$ cat config.mk
export PLATFORM = sky130hd
export DESIGN_NAME = zbt_sram
export DESIGN_NICKNAME = d
export VERILOG_FILES = /design/src/rtl/zbt_sram_pkg.sv /design/src/rtl/zbt_ctrl.sv /design/src/rtl/zbt_wbuf.sv /design/src/rtl/zbt_array.sv /design/src/rtl/zbt_sram.sv
export SDC_FILE = /design/constraint.sdc
export NUM_CORES = 2
export LEC_CHECK = 0
export BUFFER_PORTS_ARGS = -buffer_cell sky130_fd_sc_hd__buf_2
export CORE_ASPECT_RATIO = 1.4
export CORE_MARGIN = 2
export CORE_UTILIZATION = 40
export DETAILED_ROUTE_END_ITERATION = 6
export HOLD_SLACK_MARGIN = 0.03
export PLACE_DENSITY_LB_ADDON = 0.25
export SETUP_SLACK_MARGIN = 0.02
export SYNTH_ARGS = -nofsm -noshare
export SYNTH_HDL_FRONTEND = slang
export SYNTH_MEMORY_MAX_BITS = 65536
export SYNTH_SLANG_ARGS = --single-unit
export TNS_END_PERCENT = 5
$ cat constraint.sdc
create_clock -name clk_i -period 5.3 [get_ports clk_i]
set_clock_uncertainty 0.15 [all_clocks]
set_input_delay 0.53 -clock clk_i [delete_from_list [all_inputs] [get_ports clk_i]]
set_output_delay 0.53 -clock clk_i [all_outputs]
set_load 0.02 [all_outputs]
$ cat src/rtl/zbt_sram_pkg.sv
package zbt_sram_pkg;
  typedef enum logic [1:0] {
    OP_NONE  = 2'd0,
    OP_READ  = 2'd1,
    OP_WRITE = 2'd2
  } op_e;

  localparam int unsigned BURST_W = 2;
endpackage

$ cat src/rtl/zbt_ctrl.sv
module zbt_ctrl
  import zbt_sram_pkg::*;
#(
  parameter int unsigned ADDR_W = 8,
  parameter int unsigned LANES  = 2
) (
  input  logic              clk_i,
  input  logic              rst_ni,
  input  logic              cen_n_i,
  input  logic [ADDR_W-1:0] addr_i,
  input  logic              wr_i,
  input  logic [LANES-1:0]  byte_sel_i,
  input  logic              ce0_n_i,
  input  logic              ce1_i,
  input  logic              ce2_n_i,
  input  logic              adv_i,
  output op_e               pend_op_o,
  output logic [ADDR_W-1:0] pend_addr_o,
  output logic [LANES-1:0]  pend_sel_o
);
  localparam int unsigned BW = BURST_W;

  logic              sel;
  logic              burst_act_q, burst_wr_q;
  logic [ADDR_W-1:0] base_q;
  logic [BW-1:0]     off_q, off_nx;
  op_e               nx_op, pend_op_q;
  logic [ADDR_W-1:0] nx_addr, pend_addr_q;
  logic [LANES-1:0]  pend_sel_q;

  assign sel    = ~ce0_n_i & ce1_i & ~ce2_n_i;
  assign off_nx = off_q + 1'b1;

  always_comb begin
    if (!adv_i) begin
      nx_op   = sel ? (wr_i ? OP_WRITE : OP_READ) : OP_NONE;
      nx_addr = addr_i;
    end else begin
      nx_op   = burst_act_q ? (burst_wr_q ? OP_WRITE : OP_READ) : OP_NONE;
      nx_addr = {base_q[ADDR_W-1:BW], base_q[BW-1:0] + off_nx};
    end
  end

  always_ff @(posedge clk_i or negedge rst_ni) begin
    if (!rst_ni) begin
      pend_op_q   <= OP_NONE;
      pend_addr_q <= '0;
      pend_sel_q  <= '0;
      burst_act_q <= 1'b0;
      burst_wr_q  <= 1'b0;
      base_q      <= '0;
      off_q       <= '0;
    end else if (!cen_n_i) begin
      pend_op_q   <= nx_op;
      pend_addr_q <= nx_addr;
      pend_sel_q  <= byte_sel_i;
      if (!adv_i) begin
        burst_act_q <= sel;
        burst_wr_q  <= wr_i;
        base_q      <= addr_i;
        off_q       <= '0;
      end else begin
        off_q <= off_nx;
      end
    end
  end

  assign pend_op_o   = pend_op_q;
  assign pend_addr_o = pend_addr_q;
  assign pend_sel_o  = pend_sel_q;

  a_r6_stall_holds: assert property (@(posedge clk_i) disable iff (!rst_ni)
    cen_n_i |=> $stable(pend_op_q) && $stable(pend_addr_q) && $stable(pend_sel_q));

  a_r7_no_start_deselected: assert property (@(posedge clk_i) disable iff (!rst_ni)
    (!cen_n_i && !adv_i && !(~ce0_n_i & ce1_i & ~ce2_n_i)) |=> pend_op_q == OP_NONE);

  a_r10_burst_step: assert property (@(posedge clk_i) disable iff (!rst_ni)
    (!cen_n_i && adv_i && pend_op_q != OP_NONE) |=>
      pend_op_q != OP_NONE &&
      pend_addr_q[BW-1:0] == BW'($past(pend_addr_q[BW-1:0]) + 1'b1) &&
      pend_addr_q[ADDR_W-1:BW] == $past(pend_addr_q[ADDR_W-1:BW]));
endmodule

$ cat src/rtl/zbt_wbuf.sv
module zbt_wbuf
  import zbt_sram_pkg::*;
#(
  parameter int unsigned ADDR_W = 8,
  parameter int unsigned LANES  = 2,
  parameter int unsigned LANE_W = 9,
  localparam int unsigned W = LANES * LANE_W
) (
  input  logic              clk_i,
  input  logic              rst_ni,
  input  logic              cen_n_i,
  input  op_e               pend_op_i,
  input  logic [ADDR_W-1:0] pend_addr_i,
  input  logic [LANES-1:0]  pend_sel_i,
  input  logic [W-1:0]      dq_i,
  input  logic [W-1:0]      rd_array_i,
  output logic              commit_en_o,
  output logic [ADDR_W-1:0] commit_addr_o,
  output logic [LANES-1:0]  commit_sel_o,
  output logic [W-1:0]      commit_data_o,
  output logic [W-1:0]      rd_data_o
);
  logic              wb_v_q;
  logic [ADDR_W-1:0] wb_addr_q;
  logic [LANES-1:0]  wb_sel_q;
  logic [W-1:0]      wb_data_q;
  logic              hit;

  always_ff @(posedge clk_i or negedge rst_ni) begin
    if (!rst_ni) begin
      wb_v_q    <= 1'b0;
      wb_addr_q <= '0;
      wb_sel_q  <= '0;
      wb_data_q <= '0;
    end else if (!cen_n_i) begin
      wb_v_q <= (pend_op_i == OP_WRITE);
      if (pend_op_i == OP_WRITE) begin
        wb_addr_q <= pend_addr_i;
        wb_sel_q  <= pend_sel_i;
        wb_data_q <= dq_i;
      end
    end
  end

  assign commit_en_o   = wb_v_q & ~cen_n_i;
  assign commit_addr_o = wb_addr_q;
  assign commit_sel_o  = wb_sel_q;
  assign commit_data_o = wb_data_q;

  // forward uncommitted lanes to a read of the same word
  assign hit = wb_v_q && (wb_addr_q == pend_addr_i);

  for (genvar l = 0; l < LANES; l++) begin : g_byp
    assign rd_data_o[l*LANE_W +: LANE_W] = (hit && wb_sel_q[l])
        ? wb_data_q[l*LANE_W +: LANE_W] : rd_array_i[l*LANE_W +: LANE_W];
  end

  a_r3_write_captured: assert property (@(posedge clk_i) disable iff (!rst_ni)
    (!cen_n_i && pend_op_i == OP_WRITE) |=> wb_v_q && wb_addr_q == $past(pend_addr_i)
      && wb_sel_q == $past(pend_sel_i));
endmodule

$ cat src/rtl/zbt_array.sv
module zbt_array #(
  parameter int unsigned DEPTH  = 256,
  parameter int unsigned LANES  = 2,
  parameter int unsigned LANE_W = 9,
  localparam int unsigned ADDR_W = $clog2(DEPTH),
  localparam int unsigned W = LANES * LANE_W
) (
  input  logic              clk_i,
  input  logic              we_i,
  input  logic [ADDR_W-1:0] waddr_i,
  input  logic [LANES-1:0]  lane_we_i,
  input  logic [W-1:0]      wdata_i,
  input  logic [ADDR_W-1:0] raddr_i,
  output logic [W-1:0]      rdata_o
);
  for (genvar l = 0; l < LANES; l++) begin : g_lane
    logic [LANE_W-1:0] mem [DEPTH];

    always_ff @(posedge clk_i) begin
      if (we_i && lane_we_i[l]) mem[waddr_i] <= wdata_i[l*LANE_W +: LANE_W];
    end

    assign rdata_o[l*LANE_W +: LANE_W] = mem[raddr_i];
  end
endmodule

$ cat src/rtl/zbt_sram.sv
module zbt_sram
  import zbt_sram_pkg::*;
#(
  parameter int unsigned DEPTH  = 256,
  parameter int unsigned LANES  = 2,
  parameter int unsigned LANE_W = 9,
  localparam int unsigned ADDR_W = $clog2(DEPTH),
  localparam int unsigned W = LANES * LANE_W
) (
  input  logic              clk_i,
  input  logic              rst_ni,
  input  logic              cen_n_i,
  input  logic [ADDR_W-1:0] addr_i,
  input  logic              wr_i,
  input  logic [LANES-1:0]  byte_sel_i,
  input  logic              ce0_n_i,
  input  logic              ce1_i,
  input  logic              ce2_n_i,
  input  logic              adv_i,
  input  logic              oe_n_i,
  input  logic [W-1:0]      dq_i,
  output logic [W-1:0]      dq_o,
  output logic              dq_oe_o
);
  op_e               pend_op;
  logic [ADDR_W-1:0] pend_addr;
  logic [LANES-1:0]  pend_sel;
  logic              commit_en;
  logic [ADDR_W-1:0] commit_addr;
  logic [LANES-1:0]  commit_sel;
  logic [W-1:0]      commit_data;
  logic [W-1:0]      rd_array, rd_data;

  zbt_ctrl #(.ADDR_W(ADDR_W), .LANES(LANES)) u_ctrl (
    .clk_i, .rst_ni, .cen_n_i, .addr_i, .wr_i, .byte_sel_i,
    .ce0_n_i, .ce1_i, .ce2_n_i, .adv_i,
    .pend_op_o(pend_op), .pend_addr_o(pend_addr), .pend_sel_o(pend_sel)
  );

  zbt_wbuf #(.ADDR_W(ADDR_W), .LANES(LANES), .LANE_W(LANE_W)) u_wbuf (
    .clk_i, .rst_ni, .cen_n_i,
    .pend_op_i(pend_op), .pend_addr_i(pend_addr), .pend_sel_i(pend_sel),
    .dq_i, .rd_array_i(rd_array),
    .commit_en_o(commit_en), .commit_addr_o(commit_addr),
    .commit_sel_o(commit_sel), .commit_data_o(commit_data),
    .rd_data_o(rd_data)
  );

  zbt_array #(.DEPTH(DEPTH), .LANES(LANES), .LANE_W(LANE_W)) u_array (
    .clk_i, .we_i(commit_en), .waddr_i(commit_addr), .lane_we_i(commit_sel),
    .wdata_i(commit_data), .raddr_i(pend_addr), .rdata_o(rd_array)
  );

  assign dq_oe_o = (pend_op == OP_READ) & ~oe_n_i;
  assign dq_o    = dq_oe_o ? rd_data : '0;

  a_r8_hiz_after_write: assert property (@(posedge clk_i) disable iff (!rst_ni)
    (!cen_n_i && !adv_i && !ce0_n_i && ce1_i && !ce2_n_i && wr_i) |=> !dq_oe_o);

  a_r8_hiz_after_deselect: assert property (@(posedge clk_i) disable iff (!rst_ni)
    (!cen_n_i && !adv_i && !(!ce0_n_i && ce1_i && !ce2_n_i)) |=> !dq_oe_o);

  a_r9_oe_forces_off: assert property (@(posedge clk_i) disable iff (!rst_ni)
    oe_n_i |-> !dq_oe_o);
endmodule

# Word level (Yosys, flattened, before mapping)
# Memories as Yosys holds them, arrays and structs flattened.
# Index checks and enable logic that the tools add are counted.
[classes]
add_sub_neg = 2
n_bitwise = 9
eq_ne = 3
n_mux = 14
reduce_logical = 7
[op_table]
columns = ["cell", "count"]
rows = [
  ["two-way mux 18 bit", 1],
  ["two-way mux 9 bit", 2],
  ["two-way mux 2 bit", 6],
  ["== test 8 bit", 1],
  ["two-way mux 8 bit", 1],
  ["logical AND 1 bit", 5],
  ["inverter 1 bit", 5],
  ["bitwise AND 1 bit", 4],
  ["two-way mux 1 bit", 4],
  ["AND reduction 2 bit", 2],
  ["adder 2 x 1 -> 2 bit (second input constant)", 1],
  ["adder 2 bit", 1],
  ["== test 2 x 1 -> 1 bit (second input constant)", 1],
  ["== test 2 bit (second input constant)", 1],
]
[word_totals]
reg_bits = 53
mem_count = 2
in_bits = 37
mem_bits_rw = 4608
[mem_list]
columns = ["name", "depth", "width", "read_ports", "rd_ports_with_merged_regs", "wr", "line", "rtl"]
rows = [
  ["u_array.g_lane[0].mem", 256, 9, 1, 0, 1, "zbt_array.sv:17", "logic [LANE_W-1:0] mem [DEPTH];"],
  ["u_array.g_lane[1].mem", 256, 9, 1, 0, 1, "zbt_array.sv:17", ""],
]

# Longest topological paths before layout
[depth]
word_depth = 5
depth_mapped = 14

# Modules after synthesis
# From an unflattened synthesis, not the netlist that was laid out.
[hier_totals]
cells_unflattened = 8704
hier_area_um2 = 182219.8
[modules_own_cells]
columns = ["mod", "area_per_inst_um2", "instances", "seq_area_each_um2", "cells_per_inst"]
rows = [
  ["zbt_array", 179345.8, 1, 138372.7, 8493],
  ["zbt_wbuf", 1478.9, 1, 725.7, 103],
  ["zbt_ctrl", 1089.8, 1, 600.6, 86],
  ["zbt_sram", 305.3, 1, 0.0, 22],
]

# Worst setup path after synthesis
# Ideal clock, no wire load.
[synth_timing]
kind = "register to output"
from = "register u_wbuf.wb_data_q[5] (netlist: u_wbuf.commit_data_o[5])"
to = "output port dq_o[5]"
path_stages_with_launch = 3
required_time_ps = 4620
path_buffers = 0
slack_ps = 953
arrival_ps = 3667
cell_sequence = "dfrtp_1 -> nand2_1 -> o211ai_1"
[synth_between]
elab_chain_cells = 2
[synth_lines]
columns = ["item", "line", "rtl"]
rows = [
  ["from (decl)", "zbt_wbuf.sv:26", "logic [W-1:0] wb_data_q;"],
  ["from (signal assigned)", "zbt_wbuf.sv:40", "wb_data_q <= dq_i;"],
  ["two-way mux 9 bit", "zbt_wbuf.sv:55", "? wb_data_q[l*LANE_W +: LANE_W] : rd_array_i[l*LANE_W +: LANE_W];"],
  ["two-way mux 18 bit", "zbt_sram.sv:55", "assign dq_o = dq_oe_o ? rd_data : '0;"],
  ["to (decl)", "zbt_sram.sv:22", "output logic [W-1:0] dq_o,"],
]
# Every way passes these cells.

# Worst setup path after layout
[layout_timing]
from = "register u_ctrl.pend_addr_q[4] (netlist: u_ctrl.pend_addr_o[4])"
to = "output port dq_o[3]"
[layout_between]
elab_chain_cells = 5
[layout_lines]
columns = ["item", "line", "rtl"]
rows = [
  ["from (decl)", "zbt_ctrl.sv:28", "logic [ADDR_W-1:0] nx_addr, pend_addr_q;"],
  ["from (signal assigned)", "zbt_ctrl.sv:55", "pend_addr_q <= nx_addr;"],
  ["branches (longest 3 deep; another with memory read (256 x 9 bit))", "--", ""],
  ["two-way mux 9 bit (*)", "zbt_wbuf.sv:55", ""],
  ["two-way mux 18 bit (*)", "zbt_sram.sv:55", ""],
]
# Mark *: on every way between the ends.

==> out/metrics.cfg <==
[outcome]
status = complete, but fails checks
failed_checks = negative setup slack

[critical_path]
regToRegEndpoint = u_array.g_lane[1].mem[37][3]$_DFFE_PP_
setup.worst_path.start_class = register
r2r-start = u_wbuf.commit_addr_o[0]$_DFFE_PN0P_
cp.required_ps = 4620
worstPathArrival_ps = 4750
r2r_cells = 4
critPathKind = register to output pin
crit_fanout = 10
regToRegSetupSlack_ps = 1320
worst_setup_path_end_kind = output pin

[layout]
n_fill_cell = 37541
final_util_pct = 46.2
drive_gt1_share_pct = 25.7
syn_to_final_growth_pct = 15.0
num-nets-final = 9550

[yosys]
seq_area_frac_synth_pct = 76.7
syn_nets = 8845
avgSynthCellArea_um2 = 20.7
yosys-top-cells-area = edfxtp_1, mux4_2, mux2i_1, nor2_1, mux4_1
ys_ff_latch = 4661
synth.largest_area_cell = edfxtp_1
netlist_area_mm2 = 0.182
ys_warn_count = 0
synth-main-ff-cell = edfxtp_1
synth_top_area_share_pct = 75.9
synthArstFlopShare_pct = 1.14
ys_types = 80
syn_inst = 8807
synth-edff-count = 4608

[power]
seq_power_share_pct = 48.6
p_sw_mw = 27.0
p_leak_nw = 66.5
combPwrFrac_pct = 18.4
power.density_mw_per_mm2 = 452
internal-power_mw = 67.8
max-vdd-ir-drop_mv = 0.360
p_sw_share_pct = 28.5
clkPwrFrac_pct = 33.0
total_power_mw = 94.8

[routing]
finalWirelength_um = 578000
ant_nets = 0
drc = 0
wire_per_inst_um = 36.3
firstDrtPassIters = 6
vias = 95648
vias_per_cell = 6.01
drtIter0Drc = 12585

[floorplanning]
num_rows = 293
ios = 56
die_y_um = 803
core_mm2 = 0.454
start_util_pct = 40.1
dieArea_mm2 = 0.461
fp.dieW_um = 574

[global_routing]
grt_start_max_net_pins = 196
antenna_found_initial = 24
grt_first_pass_wirelength_um = 794000
grt_pass1_vias = 96494
grt_overflow = 0
grt_use_total_pct = 24.7

[placement]
io_buffers = 55
place_ws_ps = -190
place.gp.congestion = 0.908
dp_hpwl_um = 367000

[sta]
fmax_mhz = 184
finalHoldViolCount = 0
min_period_ps = 5430
relSlewSlack_pct = 16.5
period_share_pct = 102
setup_violations = 10
worst_pin_slew_ps = 1250
drv_slew = 0
layout_setup_ws_ps = -127
rsz0062_at_grt = true

[clock_tree]
cts_tree = yes
numCtsBuffers = 429
clk_latency_ps = 1050
clkTransAtPathRegs_ps = 70
h-tree-depth = 5
cts.sinks = 4661
clockRootBuffer = clkbuf_16
cts_max_path_buffers = 4

[min_path]
hold_class = input pin to register
hold_depth = 3
min_to = u_wbuf.commit_data_o[12]$_DFFE_PN0P_
min_from = dq_i[12]

[run]
cap_violations = 0

[state kept, by name (all words and copies together) (netlist names)]
name and cells:
u_ctrl.off_q 2, u_array.g_lane.mem 4608, u_ctrl.base_q 8, u_ctrl.burst_act_q 1, u_ctrl.burst_wr_q 1, u_ctrl.pend_sel_o 2, u_wbuf.wb_v_q 1, u_wbuf.commit_addr_o 8
u_wbuf.commit_data_o 18, u_wbuf.commit_sel_o 2, u_ctrl.pend_addr_o 8, u_ctrl.pend_op_o 2
[kinds of logic (layout without fill, tap and decap cells)]
kind of cell / count (synthesis) / after routing / share of synthesized area, %
muxes: 1582 / 1582 / 15.0
buffers and inverters: 565 / 1619 / 2.21
DFF: 4661 / 4661 / 76.7
adders and majority gates: 1 / 1 / 0.00687
AOI/OAI and AO/OA: 873 / 873 / 3.31
and+or+nand+nor: 1114 / 1114 / 2.74
other: 0 / 17 / 0
xor gates and xnor gates: 11 / 11 / 0.0529
[placed cells by master (no fill, tap or decap), types with 71 or more instances in the layout]
cell type / netlist / routed
mux4_2: 831 / 831
clkbuf_1: 190 / 84
o21ai_0: 114 / 96
nor2_1: 579 / 570
o221ai_1: 94 / 86
clkbuf_16: 0 / 432
mux2i_1: 622 / 616
o22ai_1: 212 / 197
buf_4: 82 / 589
nand2_1: 187 / 182
edfxtp_1: 4608 / 4608
clkinv_1: 0 / 90
buf_12: 13 / 75
a21oi_1: 102 / 91
clkinv_2: 0 / 82
a22oi_1: 84 / 71
[layout make-up]
| type | count | area [um^2] | share of cell area, % |
|---|---|---|---|
| well taps | 6047 | 7570 | 3.61 |
| repair buffers | 833 | 8460 | 4.04 |
| inverters | 6 | 40.0 | 0.0191 |
| clock buffers | 519 | 11200 | 5.33 |
| multi-input cells | 3581 | 39800 | 19.0 |
| diodes | 17 | 42.5 | 0.0203 |
| clock inverters | 261 | 2740 | 1.30 |
| flip-flops and latches | 4661 | 140000 | 66.7 |
[routing by layer]
layer	GRT usage, %	up-vias	part of all wire [%]
met5	0	-	0.0061
met4	14.9	6	7.1
met3	4.01	1234	7.5
met2	41.8	4766	50
met1	29.8	51487	36
li1	-	38155	-
[worst max path at each step]
stage / from / to / cells past startpoint
after floorplan: u_wbuf.commit_data_o[5]$_DFFE_PN0P_ / dq_o[5] / 2
after global placement: u_ctrl.pend_addr_o[0]$_DFFE_PN0N_ / dq_o[11] / 11
after detailed placement: u_ctrl.pend_addr_o[0]$_DFFE_PN0N_ / dq_o[11] / 11
after CTS: u_ctrl.pend_addr_o[0]$_DFFE_PN0N_ / dq_o[15] / 12
after global routing: u_ctrl.pend_addr_o[1]$_DFFE_PN0N_ / dq_o[5] / 12
final: u_ctrl.pend_addr_o[4]$_DFFE_PN0N_ / dq_o[3] / 10
[stage by stage]
stage	cells	area, um^2	setup TNS (ps)	hold slack [ps]
floorplan	8807	182000	0	84.4
global placement	14984	192000	-610	340
detailed placement	14985	192000	-190	346
CTS	15907	209000	-215	55.2
global route	15910	210000	-122	103
finish	15925	210000	-386	126
[power groups by stage]
stage          logic [mW]  clock network, mW  registers (mW)
6_report             17.5               31.3            46.1
2_1_floorplan        6.88                  0            49.0
4_1_cts              17.4               31.6            46.0
5_1_grt              18.0               32.9            46.1
3_3_place_gp         15.9                  0            46.8
3_5_place_dp         16.2                  0            46.9
[cells in the mapped netlist, types with 76 or more instances]
master       n
nand2_1    187
nor3_1      76
mux2i_1    622
mux4_2     831
o21ai_0    114
o22ai_1    212
nor2_1     579
a21oi_1    102
o221ai_1    94
edfxtp_1  4608
clkbuf_1   190
a22oi_1     84
buf_4       82
buf_2      105
buf_6      116
[worst max-delay path: stages (launching register included)]
cell and delay (ps):
dfrtp_4 570, buf_4 170, buf_12 130, buf_4 190, or2_2 410, buf_6 250, nor3_1 620, nor4_1 190
nor4_4 690, a211o_4 240, buf_2 180
[repair_timing]
item / in CTS / in global routing
hold buffers: 35 / 0
buffers inserted: 83 / 1
setup endpoints to repair: 18 / 16
hold endpoints to repair: 92 / 0
gates cloned: 25 / 0
resized for setup: 324 / 25
pin swaps: 38 / 9
No activity file was read; power rests on OpenSTA's default activity.
